===== src/rtl/tod_pkg.sv =====
`timescale 1ns/1ps
package tod_pkg;

   typedef enum logic [1:0] {
      SLOT_TENTHS = 2'd0,
      SLOT_SEC    = 2'd1,
      SLOT_MIN    = 2'd2,
      SLOT_HOUR   = 2'd3
   } tod_slot_e;

   typedef struct packed {
      logic [3:0] tenths;
      logic [6:0] sec;
      logic [6:0] min;
      logic       pm;
      logic [4:0] hr;
   } tod_time_t;

   localparam logic [4:0] HOUR_RESET = 5'h12;

   function automatic logic [7:0] slot_byte(input tod_time_t t, input tod_slot_e s);
      case (s)
         SLOT_TENTHS: return {4'h0, t.tenths};
         SLOT_SEC:    return {1'b0, t.sec};
         SLOT_MIN:    return {1'b0, t.min};
         default:     return {t.pm, 2'b00, t.hr};
      endcase
   endfunction

endpackage


===== src/rtl/tod_prescaler.sv =====
`timescale 1ns/1ps
module tod_prescaler #(
   parameter int unsigned SLOW_TICKS = 5,
   parameter int unsigned FAST_TICKS = 6
) (
   input  logic clk,
   input  logic rst_n,
   input  logic clear_i,
   input  logic run_i,
   input  logic tick_i,
   input  logic sel_fast_i,
   output logic step_o
);
   localparam int unsigned MAX_TICKS = (SLOW_TICKS > FAST_TICKS) ? SLOW_TICKS : FAST_TICKS;
   localparam int unsigned CNT_W     = $clog2(MAX_TICKS);

   if (SLOW_TICKS < 2 || FAST_TICKS < 2) begin : g_bad_ticks
      $error("tod_prescaler: divisors must be at least 2");
   end

   logic [CNT_W-1:0] cnt_q;
   logic [CNT_W-1:0] last_val;
   logic             at_last;

   if (SLOW_TICKS == FAST_TICKS) begin : g_single_rate
      assign last_val = CNT_W'(SLOW_TICKS - 1);
   end else begin : g_dual_rate
      assign last_val = sel_fast_i ? CNT_W'(FAST_TICKS - 1) : CNT_W'(SLOW_TICKS - 1);
   end

   assign at_last = (cnt_q >= last_val);
   assign step_o  = run_i & tick_i & at_last;

   always_ff @(posedge clk or negedge rst_n) begin
      if (!rst_n)              cnt_q <= '0;
      else if (clear_i)        cnt_q <= '0;
      else if (run_i & tick_i) cnt_q <= at_last ? '0 : cnt_q + 1'b1;
   end

   // a step leaves the divider at zero, so two steps never touch
   assert_step_gap_R3: assert property (@(posedge clk) disable iff (!rst_n)
      step_o |=> !step_o);

   // a clear leaves no partial count behind
   assert_clear_restarts_R7: assert property (@(posedge clk) disable iff (!rst_n)
      clear_i |=> !step_o || (last_val == '0));

endmodule


===== src/rtl/tod_bcd_field.sv =====
`timescale 1ns/1ps
module tod_bcd_field #(
   parameter int unsigned WIDTH   = 7,
   parameter logic [7:0]  MAX_BCD = 8'h59
) (
   input  logic             clk,
   input  logic             rst_n,
   input  logic             load_i,
   input  logic [WIDTH-1:0] load_val_i,
   input  logic             inc_i,
   output logic [WIDTH-1:0] value_o,
   output logic             carry_o
);
   if (WIDTH < 4 || WIDTH > 8) begin : g_bad_width
      $error("tod_bcd_field: WIDTH must be 4..8");
   end
   if (MAX_BCD[3:0] > 4'd9) begin : g_bad_max
      $error("tod_bcd_field: MAX_BCD low digit is not decimal");
   end

   logic [WIDTH-1:0] val_q;
   logic [WIDTH-1:0] nxt;
   logic             at_max;

   assign at_max = (val_q == MAX_BCD[WIDTH-1:0]);

   if (WIDTH > 4) begin : g_two_digit
      always_comb begin
         if (at_max)                  nxt = '0;
         else if (val_q[3:0] >= 4'd9) nxt = {val_q[WIDTH-1:4] + 1'b1, 4'h0};
         else                         nxt = val_q + 1'b1;
      end
   end else begin : g_one_digit
      always_comb nxt = at_max ? '0 : val_q + 1'b1;
   end

   always_ff @(posedge clk or negedge rst_n) begin
      if (!rst_n)      val_q <= '0;
      else if (load_i) val_q <= load_val_i;
      else if (inc_i)  val_q <= nxt;
   end

   assign value_o = val_q;
   assign carry_o = inc_i & at_max;

   // stepping past the top value lands on zero
   assert_wrap_to_zero_R4: assert property (@(posedge clk) disable iff (!rst_n)
      (carry_o && !load_i) |=> (value_o == '0));

   // without load or step the field holds
   assert_hold_idle_R6: assert property (@(posedge clk) disable iff (!rst_n)
      (!load_i && !inc_i) |=> $stable(value_o));

endmodule


===== src/rtl/tod_hour_field.sv =====
`timescale 1ns/1ps
module tod_hour_field
   import tod_pkg::*;
(
   input  logic       clk,
   input  logic       rst_n,
   input  logic       load_i,
   input  logic       load_pm_i,
   input  logic [4:0] load_hr_i,
   input  logic       inc_i,
   output logic       pm_o,
   output logic [4:0] hr_o
);
   logic [4:0] hr_q, hr_nxt;
   logic       pm_q, pm_nxt;

   always_comb begin
      hr_nxt = hr_q + 1'b1;
      pm_nxt = pm_q;
      if (hr_q == 5'h12) begin
         hr_nxt = 5'h01;
      end else if (hr_q == 5'h11) begin
         hr_nxt = 5'h12;
         pm_nxt = ~pm_q;
      end else if (hr_q[3:0] >= 4'd9) begin
         hr_nxt = 5'h10;
      end
   end

   always_ff @(posedge clk or negedge rst_n) begin
      if (!rst_n) begin
         hr_q <= HOUR_RESET;
         pm_q <= 1'b0;
      end else if (load_i) begin
         hr_q <= load_hr_i;
         pm_q <= load_pm_i;
      end else if (inc_i) begin
         hr_q <= hr_nxt;
         pm_q <= pm_nxt;
      end
   end

   assign pm_o = pm_q;
   assign hr_o = hr_q;

   // eleven to twelve flips the half-day flag
   assert_pm_flip_R5: assert property (@(posedge clk) disable iff (!rst_n)
      (inc_i && !load_i && hr_o == 5'h11) |=> (hr_o == 5'h12) && (pm_o != $past(pm_o)));

   // twelve to one keeps the half-day flag
   assert_twelve_wrap_R5: assert property (@(posedge clk) disable iff (!rst_n)
      (inc_i && !load_i && hr_o == 5'h12) |=> (hr_o == 5'h01) && $stable(pm_o));

endmodule


===== src/rtl/tod_alarm.sv =====
`timescale 1ns/1ps
module tod_alarm
   import tod_pkg::*;
(
   input  logic       clk,
   input  logic       rst_n,
   input  logic       wr_i,
   input  tod_slot_e  slot_i,
   input  logic [7:0] wdata_i,
   input  tod_time_t  live_i,
   output logic       pulse_o
);
   tod_time_t alm_q;
   logic      match, match_q;

   always_ff @(posedge clk or negedge rst_n) begin
      if (!rst_n) begin
         alm_q <= '0;
      end else if (wr_i) begin
         case (slot_i)
            SLOT_TENTHS: alm_q.tenths <= wdata_i[3:0];
            SLOT_SEC:    alm_q.sec    <= wdata_i[6:0];
            SLOT_MIN:    alm_q.min    <= wdata_i[6:0];
            default: begin
               alm_q.hr <= wdata_i[4:0];
               alm_q.pm <= wdata_i[7];
            end
         endcase
      end
   end

   assign match = (alm_q == live_i);

   always_ff @(posedge clk or negedge rst_n) begin
      if (!rst_n) match_q <= 1'b0;
      else        match_q <= match;
   end

   assign pulse_o = match & ~match_q;

   // the pulse never lasts two cycles
   assert_pulse_single_R11: assert property (@(posedge clk) disable iff (!rst_n)
      pulse_o |=> !pulse_o);

endmodule


===== src/rtl/tod_clock.sv =====
`timescale 1ns/1ps
module tod_clock
   import tod_pkg::*;
#(
   parameter int unsigned TICKS_50HZ = 5,
   parameter int unsigned TICKS_60HZ = 6,
   parameter int unsigned ADDR_W     = 2,
   parameter int unsigned DATA_W     = 8
) (
   input  logic              clk,
   input  logic              rst_n,
   input  logic              tick_i,
   input  logic              sel60_i,
   input  logic              cs_i,
   input  logic              we_i,
   input  logic [ADDR_W-1:0] addr_i,
   input  logic [DATA_W-1:0] wdata_i,
   output logic [DATA_W-1:0] rdata_o,
   input  logic              alarm_sel_i,
   output logic              alarm_pulse_o
);
   if (ADDR_W < 2) begin : g_bad_addr
      $error("tod_clock: ADDR_W must be at least 2");
   end
   if (DATA_W != 8) begin : g_bad_data
      $error("tod_clock: DATA_W must be 8");
   end

   logic      sel_ok;
   tod_slot_e slot;
   logic      acc, rd, wr_time, wr_alarm, wr_low, wr_hour;
   logic      run_q, run_gate, step;
   logic      lat_q;
   tod_time_t snap_q, live, view;
   logic      c_tenths, c_sec, c_min;

   if (ADDR_W > 2) begin : g_wide_addr
      assign sel_ok = (addr_i[ADDR_W-1:2] == '0);
   end else begin : g_narrow_addr
      assign sel_ok = 1'b1;
   end

   assign slot     = tod_slot_e'(addr_i[1:0]);
   assign acc      = cs_i & sel_ok;
   assign rd       = acc & ~we_i;
   assign wr_time  = acc & we_i & ~alarm_sel_i;
   assign wr_alarm = acc & we_i & alarm_sel_i;
   assign wr_hour  = wr_time & (slot == SLOT_HOUR);
   assign wr_low   = wr_time & (slot != SLOT_HOUR);

   always_ff @(posedge clk or negedge rst_n) begin
      if (!rst_n)       run_q <= 1'b1;
      else if (wr_hour) run_q <= 1'b1;
      else if (wr_low)  run_q <= 1'b0;
   end

   assign run_gate = run_q & ~wr_time;

   tod_prescaler #(
      .SLOW_TICKS (TICKS_50HZ),
      .FAST_TICKS (TICKS_60HZ)
   ) u_div (
      .clk        (clk),
      .rst_n      (rst_n),
      .clear_i    (wr_hour),
      .run_i      (run_gate),
      .tick_i     (tick_i),
      .sel_fast_i (sel60_i),
      .step_o     (step)
   );

   tod_bcd_field #(.WIDTH(4), .MAX_BCD(8'h09)) u_tenths (
      .clk        (clk),
      .rst_n      (rst_n),
      .load_i     (wr_time & (slot == SLOT_TENTHS)),
      .load_val_i (wdata_i[3:0]),
      .inc_i      (step),
      .value_o    (live.tenths),
      .carry_o    (c_tenths)
   );

   tod_bcd_field #(.WIDTH(7), .MAX_BCD(8'h59)) u_sec (
      .clk        (clk),
      .rst_n      (rst_n),
      .load_i     (wr_time & (slot == SLOT_SEC)),
      .load_val_i (wdata_i[6:0]),
      .inc_i      (c_tenths),
      .value_o    (live.sec),
      .carry_o    (c_sec)
   );

   tod_bcd_field #(.WIDTH(7), .MAX_BCD(8'h59)) u_min (
      .clk        (clk),
      .rst_n      (rst_n),
      .load_i     (wr_time & (slot == SLOT_MIN)),
      .load_val_i (wdata_i[6:0]),
      .inc_i      (c_sec),
      .value_o    (live.min),
      .carry_o    (c_min)
   );

   tod_hour_field u_hour (
      .clk       (clk),
      .rst_n     (rst_n),
      .load_i    (wr_hour),
      .load_pm_i (wdata_i[7]),
      .load_hr_i (wdata_i[4:0]),
      .inc_i     (c_min),
      .pm_o      (live.pm),
      .hr_o      (live.hr)
   );

   always_ff @(posedge clk or negedge rst_n) begin
      if (!rst_n) begin
         lat_q  <= 1'b0;
         snap_q <= '0;
      end else if (rd && slot == SLOT_HOUR && !lat_q) begin
         lat_q  <= 1'b1;
         snap_q <= live;
      end else if (rd && slot == SLOT_TENTHS) begin
         lat_q  <= 1'b0;
      end
   end

   assign view    = lat_q ? snap_q : live;
   assign rdata_o = rd ? DATA_W'(slot_byte(view, slot)) : '0;

   tod_alarm u_alarm (
      .clk     (clk),
      .rst_n   (rst_n),
      .wr_i    (wr_alarm),
      .slot_i  (slot),
      .wdata_i (wdata_i[7:0]),
      .live_i  (live),
      .pulse_o (alarm_pulse_o)
   );

   // a lower-field write halts the count
   assert_halt_on_low_write_R6: assert property (@(posedge clk) disable iff (!rst_n)
      wr_low |=> !run_q);

   // while halted and not written, the time is frozen
   assert_frozen_when_halted_R6: assert property (@(posedge clk) disable iff (!rst_n)
      (!run_q && !wr_time) |=> $stable(live));

   // an hour write resumes counting
   assert_restart_on_hour_R7: assert property (@(posedge clk) disable iff (!rst_n)
      wr_hour |=> run_q);

   // a first hour read takes a snapshot
   assert_latch_capture_R8: assert property (@(posedge clk) disable iff (!rst_n)
      (rd && slot == SLOT_HOUR && !lat_q) |=> lat_q);

   // a held snapshot does not move
   assert_snapshot_steady_R8: assert property (@(posedge clk) disable iff (!rst_n)
      (lat_q && !(rd && slot == SLOT_TENTHS)) |=> lat_q && $stable(snap_q));

   // a tenths read drops the snapshot
   assert_release_on_tenths_R9: assert property (@(posedge clk) disable iff (!rst_n)
      (rd && slot == SLOT_TENTHS) |=> !lat_q);

   // alarm writes leave the running state alone
   assert_alarm_write_no_halt_R10: assert property (@(posedge clk) disable iff (!rst_n)
      (wr_alarm && run_q) |=> run_q);

endmodule


===== config.mk =====
export PLATFORM = sky130hd
export DESIGN_NAME = tod_clock
export DESIGN_NICKNAME = d
export VERILOG_FILES = /design/src/rtl/tod_pkg.sv /design/src/rtl/tod_prescaler.sv /design/src/rtl/tod_bcd_field.sv /design/src/rtl/tod_hour_field.sv /design/src/rtl/tod_alarm.sv /design/src/rtl/tod_clock.sv
export SDC_FILE = /design/constraint.sdc
export NUM_CORES = 1
export LEC_CHECK = 0
export ABC_AREA = 0
export BUFFER_PORTS_ARGS = -buffer_cell sky130_fd_sc_hd__buf_2
export CORE_UTILIZATION = 49
export CTS_CLUSTER_SIZE = 20
export DETAILED_ROUTE_END_ITERATION = 16
export GPL_ROUTABILITY_DRIVEN = 0
export PLACE_DENSITY = 0.66
export SKIP_CTS_REPAIR_TIMING = 1
export SKIP_LAST_GASP = 1
export SYNTH_ARGS = -nofsm -noshare
export SYNTH_HDL_FRONTEND = slang
export SYNTH_SLANG_ARGS = --single-unit

===== constraint.sdc =====
create_clock -name clk -period 2.5 [get_ports clk]
set_input_delay 0.5 -clock clk [delete_from_list [all_inputs] [get_ports clk]]
set_output_delay 0.5 -clock clk [all_outputs]
set_load 0.01 [all_outputs]

==> impl_metrics.ini <==
[pwr]
p_clk_share_pct = 25.2
seqPwrFrac_pct = 44.3
power_frac_comb_pct = 30.4
p_leak_nw = 2.398
swShare_pct = 33.57
internal_power_mw = 2.784
switchingPower_mw = 1.407
ir_drop_v = 0.0004206
power_density_nw_per_um2 = 798.4

[setup_path]
cp_slowest_cell = dfstp_2
crit_path_cell_trace = xor2_1 > nor4_2 > nand4_1 > nor4_2 > buf_2
endpoint_kind = primary output
arrival_ns = 1.89
worstSetupPathType = register to primary output
r2r-end = u_hour.hr_o[2]
critPathLaunchType = register
r2r-start = u_sec.value_o[5]
r2r.worst_path.cells = 7
crit_path_max_fanout = 5
slowest_delay_ns = 0.61
cpMostUsedCell = nor4_2
critical_path_required_ns = 2.00
r2r_slack_ns = 0.28

[finish]
drive_above_1_share_pct = 30.99
diodes = 0
area_growth_pct = 14.68
nets = 512
fin_area_um2 = 5249

[synth]
synth_warnings = 0
synth_top_family_by_area = multiplexers
yosys-mux-area-fraction_pct = 19.08
synth_edf_count = 0
ys_seq_area_share_pct = 42.73
yosys.area_share.simple_pct = 15.14
syn-num-nets = 463
syn_area_um2 = 4577
ys_types = 62
ys_ff_latch = 78
synth.most_common_cell = dfrtp_1
yosysTopAreaCell = dfrtp_1
synth.top_cell.area_share_pct = 41.01
synth_compound_gate_area_share_pct = 9.787
synth-xor-area-share_pct = 5.358
ys_async_sr_fraction_pct = 100.0
synth_commonest_cells = dfrtp_1 (75), mux2_2 (48), nand2_1 (34), nor2_1 (34), o21ai_0 (27)
syn_avg_cell_area_um2 = 10.64
synth_ff_type = dfrtp_1
syn-instance-count = 430
synth_adder_area_share_pct = 4.374
synth.area.top_cells = dfrtp_1 (41%), mux2_2 (12%), mux4_2 (4.4%)

[status]
status = finished, final reports clean

[global_route]
grt_start_max_net_pins = 41
grt-ovfl-total = 0
grt_pass1_vias = 3502
grtUsageTotal_pct = 26.31
antenna_found_initial = 0
grt_pass1_wl_mm = 19.33

[timing]
grt_setup_unrepaired = false
slew_headroom_pct = 47.59
fin_crit_sh_pct = 95.70
hold_slack_ns = 0.1263
fmax_mhz = 418.0
worst_pin_slew_ns = 0.7833
finalSetupViolCount = 0
period_minus_slack_ns = 2.392
clock_skew_ns = 0.007749
slew_viol_final = 0
hold_viol = 0

[clock_network]
clkTransAtPathRegs_ns = 0.08
clock-sinks = 78
cts_made_buffers = 9
cts_tree = yes
cts_max_level = 3
cts_buffer_depth = 2
worstSkewPairLatency_ns = 0.36
cts_root_buf = clkbuf_8

[hold_path]
min_path_type = input pin to async pin

[floorplan]
ios = 26
coreArea_um2 = 8891
die_h_um = 98.65
rows = 34
die_area_um2 = 9731
fp.dieW_um = 98.65
initial_core_util_pct = 51.48

[drt]
firstDrtPassIters = 5
finalWirelength_mm = 11.73
wl_per_cell_um = 19.81
vias = 3564
viasPerCell = 6.020
drc_errors = 0
drtIter0Drc = 266
ant_nets = 0

[place]
place_area_um2 = 4941
numPortBuffers = 25
dp_hpwl_mm = 8.589

[job]
drv_cap = 0
## critical path: cells and delay by family (launching register included)
kind | cells | cell delay [ns]
XOR/XNOR | 1 | 0.12
buffers and inverters | 1 | 0.17
flip-flops | 1 | 0.61
AND/OR/NAND/NOR | 3 | 0.63
## placed cells by master (no fill, tap or decap), drive strengths merged, types with 2 or more instances in the layout
cell      n
a211oi    2
xor2     17
clkbuf   12
or3       2
nor4      7
and4      3
and2      4
and3      6
nand4     6
nand3b    2
dfstp     3
nand2b    3
o21ai    27
ha       16
nand3     9
o2111ai   2
nor2b     4
nor3      9
bufinv    2
dfrtp    75
nor3b     2
nand2    35
mux2     48
xnor2    11
a22oi     2
clkinv    2
mux2i    13
nor2     34
mux4      9
inv      15
a21oi    12
a21boi    2
a31oi     5
buf      59
o31ai     5
## through the flow
| step | util (%) | cells | setup TNS [ns] | worst slack (ns) | power (mW) |
|---|---|---|---|---|---|
| finish | 59.03 | 592 | 0 | 0.1076 | 4.191 |
| floorplan | - | 430 | 0 | 0.3277 | 2.640 |
| detailed placement | 55.57 | 567 | 0 | 0.1473 | 3.075 |
| CTS | 57.99 | 583 | -0.06276 | -0.06276 | 4.126 |
| global route | 59.03 | 592 | 0 | 0.0008886 | 4.434 |
| global placement | 55.57 | 567 | 0 | 0.1533 | 3.017 |
## power by group through the flow
stage / clock, mW / combinational (mW) / sequential [mW]
after floorplan: 0 / 0.873 / 1.77
final: 1.06 / 1.28 / 1.86
after global routing: 1.12 / 1.42 / 1.90
after CTS: 1.07 / 1.18 / 1.88
after detailed placement: 0 / 1.17 / 1.90
after global placement: 0 / 1.13 / 1.88
## how the worst max path moves through the flow
| stage | startpoint | to | slack (ns) | cells past startpoint |
|---|---|---|---|---|
| 6_report | u_hour.hr_o[1] | alarm_pulse_o | 0.11 | 5 |
| 5_1_grt | u_min.value_o[0] | alarm_pulse_o | 0.0009 | 5 |
| 4_1_cts | u_sec.value_o[0] | alarm_pulse_o | -0.06 | 5 |
| 3_5_place_dp | sel60_i | u_tenths.value_o[3] | 0.15 | 7 |
| 3_3_place_gp | sel60_i | u_tenths.value_o[3] | 0.15 | 7 |
| 2_1_floorplan | sel60_i | u_sec.value_o[4] | 0.33 | 7 |
## final cells by class
type	count	area [µm²]
clock buffers	12	145.1
inverters	15	56.30
fillers	767	3642
clock inverters	4	70.07
repair buffers	59	395.4
flip-flops and latches	78	1962
multi-input cells	316	2485
well taps	108	135.1
## logic make-up after synthesis
group           count (synthesis)
compound gates                 71
buf+inv                        36
mux                            70
fa+ha+maj                      16
flops                          78
simple gates                  131
xor+xnor                       28
## sequential cells by signal (all words and copies together) (netlist names), 3 cells and up
name,cells
u_sec.value_o,7
u_hour.hr_o,5
u_tenths.value_o,4
u_alarm.alm_q,24
snap_q,24
u_div.cnt_q,3
u_min.value_o,7
## per-layer routing
metal	vias to the layer above	global-route usage (%)	part of all wire, %
met5	-	0	0
met4	0	10.22	2.5
met3	18	2.766	4.2
met2	104	42.09	47
met1	1791	37.12	46
li1	1651	-	-
No activity file was read; power rests on OpenSTA's default activity.
